$ cat config.mk
export PLATFORM = sky130hd
export DESIGN_NAME = mcu_bus_glue
export DESIGN_NICKNAME = d
export VERILOG_FILES = /design/src/rtl/busglue_pkg.sv /design/src/rtl/busglue_addr_demux.sv /design/src/rtl/busglue_mem_strobe.sv /design/src/rtl/busglue_seg_port.sv /design/src/rtl/mcu_bus_glue.sv
export SDC_FILE = /design/constraint.sdc
export NUM_CORES = 1
export LEC_CHECK = 0
export BUFFER_PORTS_ARGS = -buffer_cell sky130_fd_sc_hd__buf_2
export CORE_MARGIN = 2
export CORE_UTILIZATION = 45
export CTS_BUF_LIST = sky130_fd_sc_hd__clkbuf_8 sky130_fd_sc_hd__clkbuf_16
export CTS_CLUSTER_SIZE = 16
export DETAILED_ROUTE_END_ITERATION = 6
export PLACE_DENSITY = 0.83
export SLEW_MARGIN = 20
export SYNTH_ARGS = -nofsm -noshare
export SYNTH_HDL_FRONTEND = slang
export SYNTH_SLANG_ARGS = --single-unit
$ cat constraint.sdc
create_clock -name clk -period 2.5 [get_ports clk]
set_input_delay 0 -clock clk [delete_from_list [all_inputs] [get_ports clk]]
set_output_delay 0 -clock clk [all_outputs]
set_load 0.05 [all_outputs]
$ cat src/rtl/busglue_pkg.sv
package busglue_pkg;
  localparam int unsigned LO_W      = 8;
  localparam int unsigned HI_W      = 8;
  localparam int unsigned ADDR_W    = LO_W + HI_W;
  localparam int unsigned MEM_BYTES = 32768;
  localparam int unsigned MEM_AW    = $clog2(MEM_BYTES);
  localparam int unsigned SEG_W     = 7;

  // SRAM window: every address bit above the SRAM's own span must be zero
  function automatic logic in_sram(input logic [ADDR_W-1:0] a);
    return (a >> MEM_AW) == '0;
  endfunction

  // Full-width compare against the decoded port address
  function automatic logic is_port(input logic [ADDR_W-1:0] a,
                                   input logic [ADDR_W-1:0] port);
    return a == port;
  endfunction

  // Memory read is wanted on either a fetch or a data read
  function automatic logic read_wanted(input logic psen_n, input logic rd_n);
    return !psen_n || !rd_n;
  endfunction
endpackage

$ cat src/rtl/busglue_addr_demux.sv
module busglue_addr_demux
  import busglue_pkg::*;
(
  input  logic              clk,
  input  logic              rst_n,
  input  logic              ale,
  input  logic [LO_W-1:0]   ad_in,
  input  logic [HI_W-1:0]   hi_in,
  output logic [ADDR_W-1:0] addr
);
  logic [LO_W-1:0] lo_q;
  logic [LO_W-1:0] lo_now;

  // Open while the enable is high, frozen at the last sampled byte after it drops
  always_ff @(posedge clk) begin
    if (!rst_n)   lo_q <= '0;
    else if (ale) lo_q <= ad_in;
  end

  assign lo_now = ale ? ad_in : lo_q;
  assign addr   = {hi_in, lo_now};

  AST_LATCH_HOLDS: assert property (@(posedge clk) disable iff (!rst_n)
    $fell(ale) |-> addr[LO_W-1:0] == $past(ad_in));
  AST_LOW_STABLE: assert property (@(posedge clk) disable iff (!rst_n)
    (!ale && !$past(ale)) |-> $stable(addr[LO_W-1:0]));
endmodule

$ cat src/rtl/busglue_mem_strobe.sv
module busglue_mem_strobe
  import busglue_pkg::*;
(
  input  logic              clk,
  input  logic              rst_n,
  input  logic [ADDR_W-1:0] addr,
  input  logic              psen_n,
  input  logic              rd_n,
  input  logic              wr_n,
  output logic              cs_n,
  output logic              oe_n,
  output logic              we_n
);
  logic sel;
  logic rd_req;

  assign sel    = in_sram(addr);
  assign rd_req = read_wanted(psen_n, rd_n);
  assign cs_n   = !sel;
  assign oe_n   = !(sel && rd_req);
  assign we_n   = !(sel && !wr_n);

  AST_WE_IN_WINDOW: assert property (@(posedge clk) disable iff (!rst_n)
    !we_n |-> !addr[ADDR_W-1]);
  AST_OE_NEEDS_STROBE: assert property (@(posedge clk) disable iff (!rst_n)
    !oe_n |-> (!psen_n || !rd_n));
  AST_CS_HIGH_HALF: assert property (@(posedge clk) disable iff (!rst_n)
    addr[ADDR_W-1] |-> cs_n);
endmodule

$ cat src/rtl/busglue_seg_port.sv
module busglue_seg_port
  import busglue_pkg::*;
#(
  parameter logic [ADDR_W-1:0] PORT_ADDR = 16'h7F55
) (
  input  logic              clk,
  input  logic              rst_n,
  input  logic [ADDR_W-1:0] addr,
  input  logic              wr_n,
  input  logic [LO_W-1:0]   ad_in,
  output logic [SEG_W-1:0]  seg
);
  logic             wr_q;
  logic [LO_W-1:0]  wd_q;
  logic [SEG_W-1:0] seg_q;
  logic             wr_rise;
  logic             port_hit;

  assign wr_rise  = wr_n && !wr_q;
  assign port_hit = is_port(addr, PORT_ADDR);

  always_ff @(posedge clk) begin
    if (!rst_n) begin
      wr_q  <= 1'b1;
      wd_q  <= '0;
      seg_q <= '0;
    end else begin
      wr_q <= wr_n;
      if (!wr_n)               wd_q  <= ad_in;
      if (wr_rise && port_hit) seg_q <= wd_q[SEG_W-1:0];
    end
  end

  assign seg = seg_q;

  AST_SEG_ON_RISE: assert property (@(posedge clk) disable iff (!rst_n)
    !$stable(seg_q) |-> ($past(wr_n) && !$past(wr_n, 2)));
  AST_SEG_ONLY_PORT: assert property (@(posedge clk) disable iff (!rst_n)
    !$stable(seg_q) |-> $past(addr) == PORT_ADDR);
endmodule

$ cat src/rtl/mcu_bus_glue.sv
module mcu_bus_glue
  import busglue_pkg::*;
#(
  parameter logic [ADDR_W-1:0] PORT_ADDR = 16'h7F55
) (
  input  logic              clk,
  input  logic              rst_n,
  input  logic              ale,
  input  logic              psen_n,
  input  logic              rd_n,
  input  logic              wr_n,
  input  logic [LO_W-1:0]   ad_bus,
  input  logic [HI_W-1:0]   addr_hi,
  output logic [ADDR_W-1:0] mem_addr,
  output logic              mem_cs_n,
  output logic              mem_oe_n,
  output logic              mem_we_n,
  output logic [SEG_W-1:0]  seg_out
);
  logic [ADDR_W-1:0] full_addr;

  busglue_addr_demux u_demux (
    .clk   (clk),
    .rst_n (rst_n),
    .ale   (ale),
    .ad_in (ad_bus),
    .hi_in (addr_hi),
    .addr  (full_addr)
  );

  busglue_mem_strobe u_strobe (
    .clk    (clk),
    .rst_n  (rst_n),
    .addr   (full_addr),
    .psen_n (psen_n),
    .rd_n   (rd_n),
    .wr_n   (wr_n),
    .cs_n   (mem_cs_n),
    .oe_n   (mem_oe_n),
    .we_n   (mem_we_n)
  );

  busglue_seg_port #(.PORT_ADDR(PORT_ADDR)) u_seg (
    .clk   (clk),
    .rst_n (rst_n),
    .addr  (full_addr),
    .wr_n  (wr_n),
    .ad_in (ad_bus),
    .seg   (seg_out)
  );

  assign mem_addr = full_addr;

  AST_PORT_SHADOWED: assert property (@(posedge clk) disable iff (!rst_n)
    (!wr_n && full_addr == PORT_ADDR) |-> !mem_we_n);
  AST_HI_PASS: assert property (@(posedge clk) disable iff (!rst_n)
    mem_addr[ADDR_W-1:LO_W] == addr_hi);
endmodule

==> After elaboration in Yosys (flattened, before gate mapping) <==
Index checks and enable logic that the tools add are counted.
W data, S select, Z words.
{ "classes": {"reduce_logical": 13, "eq_ne": 1, "mux": 1} }
{ "ops": {"columns": ["operator", "n"], "rows": [
  ["$eq A16 B15 Y1 const B", 1],
  ["$logic_not A16 Y1", 1],
  ["$mux W8", 1],
  ["$logic_not A1 Y1", 7],
  ["$logic_and A1 B1 Y1", 4],
  ["$logic_or A1 B1 Y1", 1]
]} }
{ "word_totals": {"ff_bits": 23, "elab_cells": 19, "inputBits": 22} }

==> Longest topological paths before layout <==
{ "logic_depth": {"word_depth": 4, "depth_mapped": 5} }

==> Hierarchy <==
From an unflattened synthesis, not the netlist that was laid out.
{ "hier_totals": {"hier_cells": 97, "area_unflattened_um2": 1049.8} }
{ "modules_own_cells": {"columns": ["mod", "cells_each", "area_each_um2", "seq_area_each_um2", "n_inst"], "rows": [
  ["busglue_seg_port", 61, 623.1, 300.3, 1],
  ["busglue_addr_demux", 33, 404.1, 160.2, 1],
  ["busglue_mem_strobe", 3, 22.5, 0.0, 1]
]} }

==> Least setup slack after synthesis <==
OpenSTA, ideal clock, no wires.
{ "synth_path": {"kind": "flip-flop to flip-flop", "startpoint": "register u_demux.lo_q[3]", "endpoint": "register u_seg.seg_q[0] (netlist: u_seg.seg[0])", "path_stages_with_launch": 5, "setup_ps": 72, "period_less_slack_ps": 1871, "slack_ps": 629, "path_buffers": 0, "arrival_ps": 1799, "cell_sequence": "dfxtp_1 -> mux2_4 -> or3_4 -> nor4_4 -> mux2i_1"} }
{ "synth_between": {"elab_chain_cells": 3} }
{ "synth_lines": {"columns": ["item", "line", "source"], "rows": [
  ["start: declaration", "busglue_addr_demux.sv:11", "logic [LO_W-1:0] lo_q;"],
  ["start signal: assignment", "busglue_addr_demux.sv:17", "else if (ale) lo_q <= ad_in;"],
  ["$mux W8", "busglue_addr_demux.sv:20", "assign lo_now = ale ? ad_in : lo_q;"],
  ["net mem_addr[3]", "mcu_bus_glue.sv:14", "output logic [ADDR_W-1:0] mem_addr,"],
  ["$eq A16 B15 Y1", "busglue_pkg.sv:17", "return a == port;"],
  ["$logic_and A1 B1 Y1", "busglue_seg_port.sv:30", "if (wr_rise && port_hit) seg_q <= wd_q[SEG_W-1:0];"],
  ["end signal: assignment", "busglue_seg_port.sv:30", null],
  ["end: declaration", "busglue_seg_port.sv:15", "logic [SEG_W-1:0] seg_q;"]
]} }
The timed path passes the listed nets, and every way through them passes these cells.
A chain may end at the register's enable or synchronous reset.

==> Final worst setup path <==
{ "layout_path": {"startpoint": "register u_demux.lo_q[3]", "endpoint": "register u_seg.seg_q[5] (netlist: u_seg.seg[5])"} }
{ "layout_between": {"elab_chain_cells": 3} }
{ "layout_lines": {"columns": ["item", "line"], "rows": [
  ["$mux W8", "busglue_addr_demux.sv:20"],
  ["$eq A16 B15 Y1", "busglue_pkg.sv:17"],
  ["$logic_and A1 B1 Y1", "busglue_seg_port.sv:30"]
]} }
No other way between the ends.

==> metrics.cfg <==
[finish]
layout_commonest_cell=buf_2
antenna_cells=0
fillCellCount=204
finalNetCount=160
layout-drive-gt1-share_pct=46.0
mostFrequentLayoutCells=buf_2 (47), dfxtp_1 (23), mux2i_1 (14), nand2_1 (14), nor2b_1 (8)
area_delta_synth_final_pct=21.1

[run_status]
status=finished, final reports clean

[cts]
tritoncts=built
root_buffer=clkbuf_8
cts_buffer_depth=2
post_cts_buffers=0
cts_hold_buf=0
clkSinkCount=23
clk_pin_slew_ns=0.07
cts_buffers=3
htree_levels=1
postCtsResizedCells=0
insertion_delay_ns=0.25

[floorplanning]
placeableCoreArea_um2=2210
start_util_pct=47.3
die_h_um=52.2
dieArea_um2=2730
row_count=17
chipWidth_um=52.2
io_pins=48

[routing]
wl_met2_um=1040
drc_errors=0
vias_per_cell=4.61
vias=761
drt-met1-wl_um=805
drtAntennaViolNets=0
drtIter0Drc=4
highest_layer=met4
wl_met3_um=91
drtPass1Iterations=3
wl_per_cell_um=11.8
drt-total-wl_um=1940

[pwr]
swShare_pct=28.9
cellLeakagePower_nw=0.604
ir_drop_v=0.000418
power_density_nw_per_um2=606
combPwrFrac_pct=21.9
p_int_mw=0.545
sequentialPowerShare_pct=50.4
p_sw_mw=0.222
clkPwrFrac_pct=27.7

[synth]
synth_area_per_cell_um2=10.5
synth.cell_area_um2=1050
synthDistinctLibCells=23
ys_seq_area_share_pct=44.0
yosys_warnings=0
netlist_instances=100
synth_nets=122
ys_ff_latch=23

[global_route]
overflow=0
grt_pass1_wl_um=3060
antenna_found_initial=0
grt_usage_pct=15.4
grt_pass1_vias=730
grt_max_degree=31

[setup_path]
worstPathArrival_ns=2.10
reg2regPathDepth=4
crit_fanout=7
r2r_end=u_seg.seg[5]$_SDFFE_PN0P_
critPathCaptureType=flop
crit_type=reg2reg
r2r_start=u_demux.lo_q[3]$_SDFF_PN0_
r2r_setup_slack_ns=0.58
worst_setup_path_start_kind=flop
cp_data_required_time_ns=2.68

[placement]
io_buffers=47
routabilityCongestion=0.682

[hold_path]
hold_start=ad_bus[1]
min_path_cells=3
hp-class=in2reg
min_delay_worst_endpoint=u_seg.wd_q[1]$_SDFFE_PN0N_

[timing]
slew_headroom_pct=58.0
fin_crit_ns=1.92
final-setup-viol-count=0
final_max_slew_viol_count=0
worstMarginPinSlew_ns=0.625
hold_viol=0
fin_crit_sh_pct=76.6
whs_ns=0.0204
finClkSkew_ns=0.00182
fmax_mhz=522
rsz0062_at_grt=no
setup_tns_ns=0

[flow_run]
drv_cap=0

## through the flow
step                      util [%]  instance area (µm²)  power (mW)  cells  setup WS [ns]
final                         57.2                 1270       0.768    165          0.584
after global routing          57.2                 1270       0.797    165          0.472
after CTS                     57.2                 1270       0.779    165          0.553
after detailed placement      55.2                 1220       0.565    161          0.573
after global placement        55.2                 1220       0.560    161          0.637
after floorplan                  -                 1050       0.533    100          0.629
## cell usage after synthesis
cell | instances | share of area (%)
dfxtp_1 | 23 | 44
mux2i_1 | 14 | 13
nand2_1 | 14 | 5.0
buf_4 | 9 | 6.5
nor2b_1 | 8 | 4.8
and2_1 | 7 | 4.2
mux2_2 | 5 | 5.4
clkbuf_1 | 3 | 1.1
mux2_4 | 2 | 2.9
nand2b_1 | 2 | 1.2
a21o_1 | 1 | 0.72
a21o_2 | 1 | 0.84
a32oi_1 | 1 | 0.84
and2_2 | 1 | 0.72
and2b_2 | 1 | 0.84
and4_1 | 1 | 0.84
and4b_1 | 1 | 0.96
buf_2 | 1 | 0.48
buf_6 | 1 | 1.1
nand4_1 | 1 | 0.60
nor4_4 | 1 | 2.0
or2_2 | 1 | 0.60
or3_4 | 1 | 1.1
## routing by layer
layer	vias to the layer above	GRT usage (%)
met5	-	0
met4	0	7.69
met3	2	2.29
met2	16	27.2
met1	346	18.0
li1	397	-
## flip-flops by register name, indices dropped and copies added, names as in the netlist
register and count:
u_demux.lo_q 8, u_seg.seg 7, u_seg.wd_q 7, u_seg.wr_q 1
## worst max-delay path by stage
| stage | depth (start not counted) | startpoint | end |
|---|---|---|---|
| after floorplan | 4 | u_demux.lo_q[3]$_SDFF_PN0_ | u_seg.seg[0]$_SDFFE_PN0P_ |
| after global routing | 4 | u_demux.lo_q[3]$_SDFF_PN0_ | u_seg.seg[6]$_SDFFE_PN0P_ |
| after CTS | 4 | u_demux.lo_q[3]$_SDFF_PN0_ | u_seg.seg[5]$_SDFFE_PN0P_ |
| after detailed placement | 4 | u_demux.lo_q[3]$_SDFF_PN0_ | u_seg.seg[4]$_SDFFE_PN0P_ |
| after global placement | 5 | ale | u_seg.seg[5]$_SDFFE_PN0P_ |
| final | 4 | u_demux.lo_q[3]$_SDFF_PN0_ | u_seg.seg[5]$_SDFFE_PN0P_ |
## worst max-delay path: stages, from the launching register on
cell,delay [ns]
dfxtp_1,0.31
mux2_4,0.27
or3_4,0.39
nor4_4,0.61
mux2i_1,0.26
## kinds of logic after synthesis
| kind of cell | share of synthesized area, % |
|---|---|
| AND/OR/NAND/NOR | 22.8 |
| flip-flops | 44.0 |
| multiplexers | 21.7 |
| buffers and inverters | 9.09 |
| AO/OA/AOI/OAI | 2.39 |
## cell type report
type,count,area (µm²),share of cell area (%)
Clock buffer,3,41.3,3.26
Clock inverter,1,3.75,0.296
Multi-Input combinational cell,63,490,38.7
Sequential cell,23,460,36.4
Tap cell,28,35.0,2.77
Timing Repair Buffer,47,235,18.6
## power groups by stage
stage,clock (mW),combinational [mW],sequential [mW]
5_1_grt,0.230,0.178,0.388
4_1_cts,0.222,0.170,0.387
2_1_floorplan,0,0.139,0.393
3_5_place_dp,0,0.169,0.396
3_3_place_gp,0,0.166,0.394
6_report,0.212,0.168,0.387
Note: power is estimated with default switching activity, not from simulation.
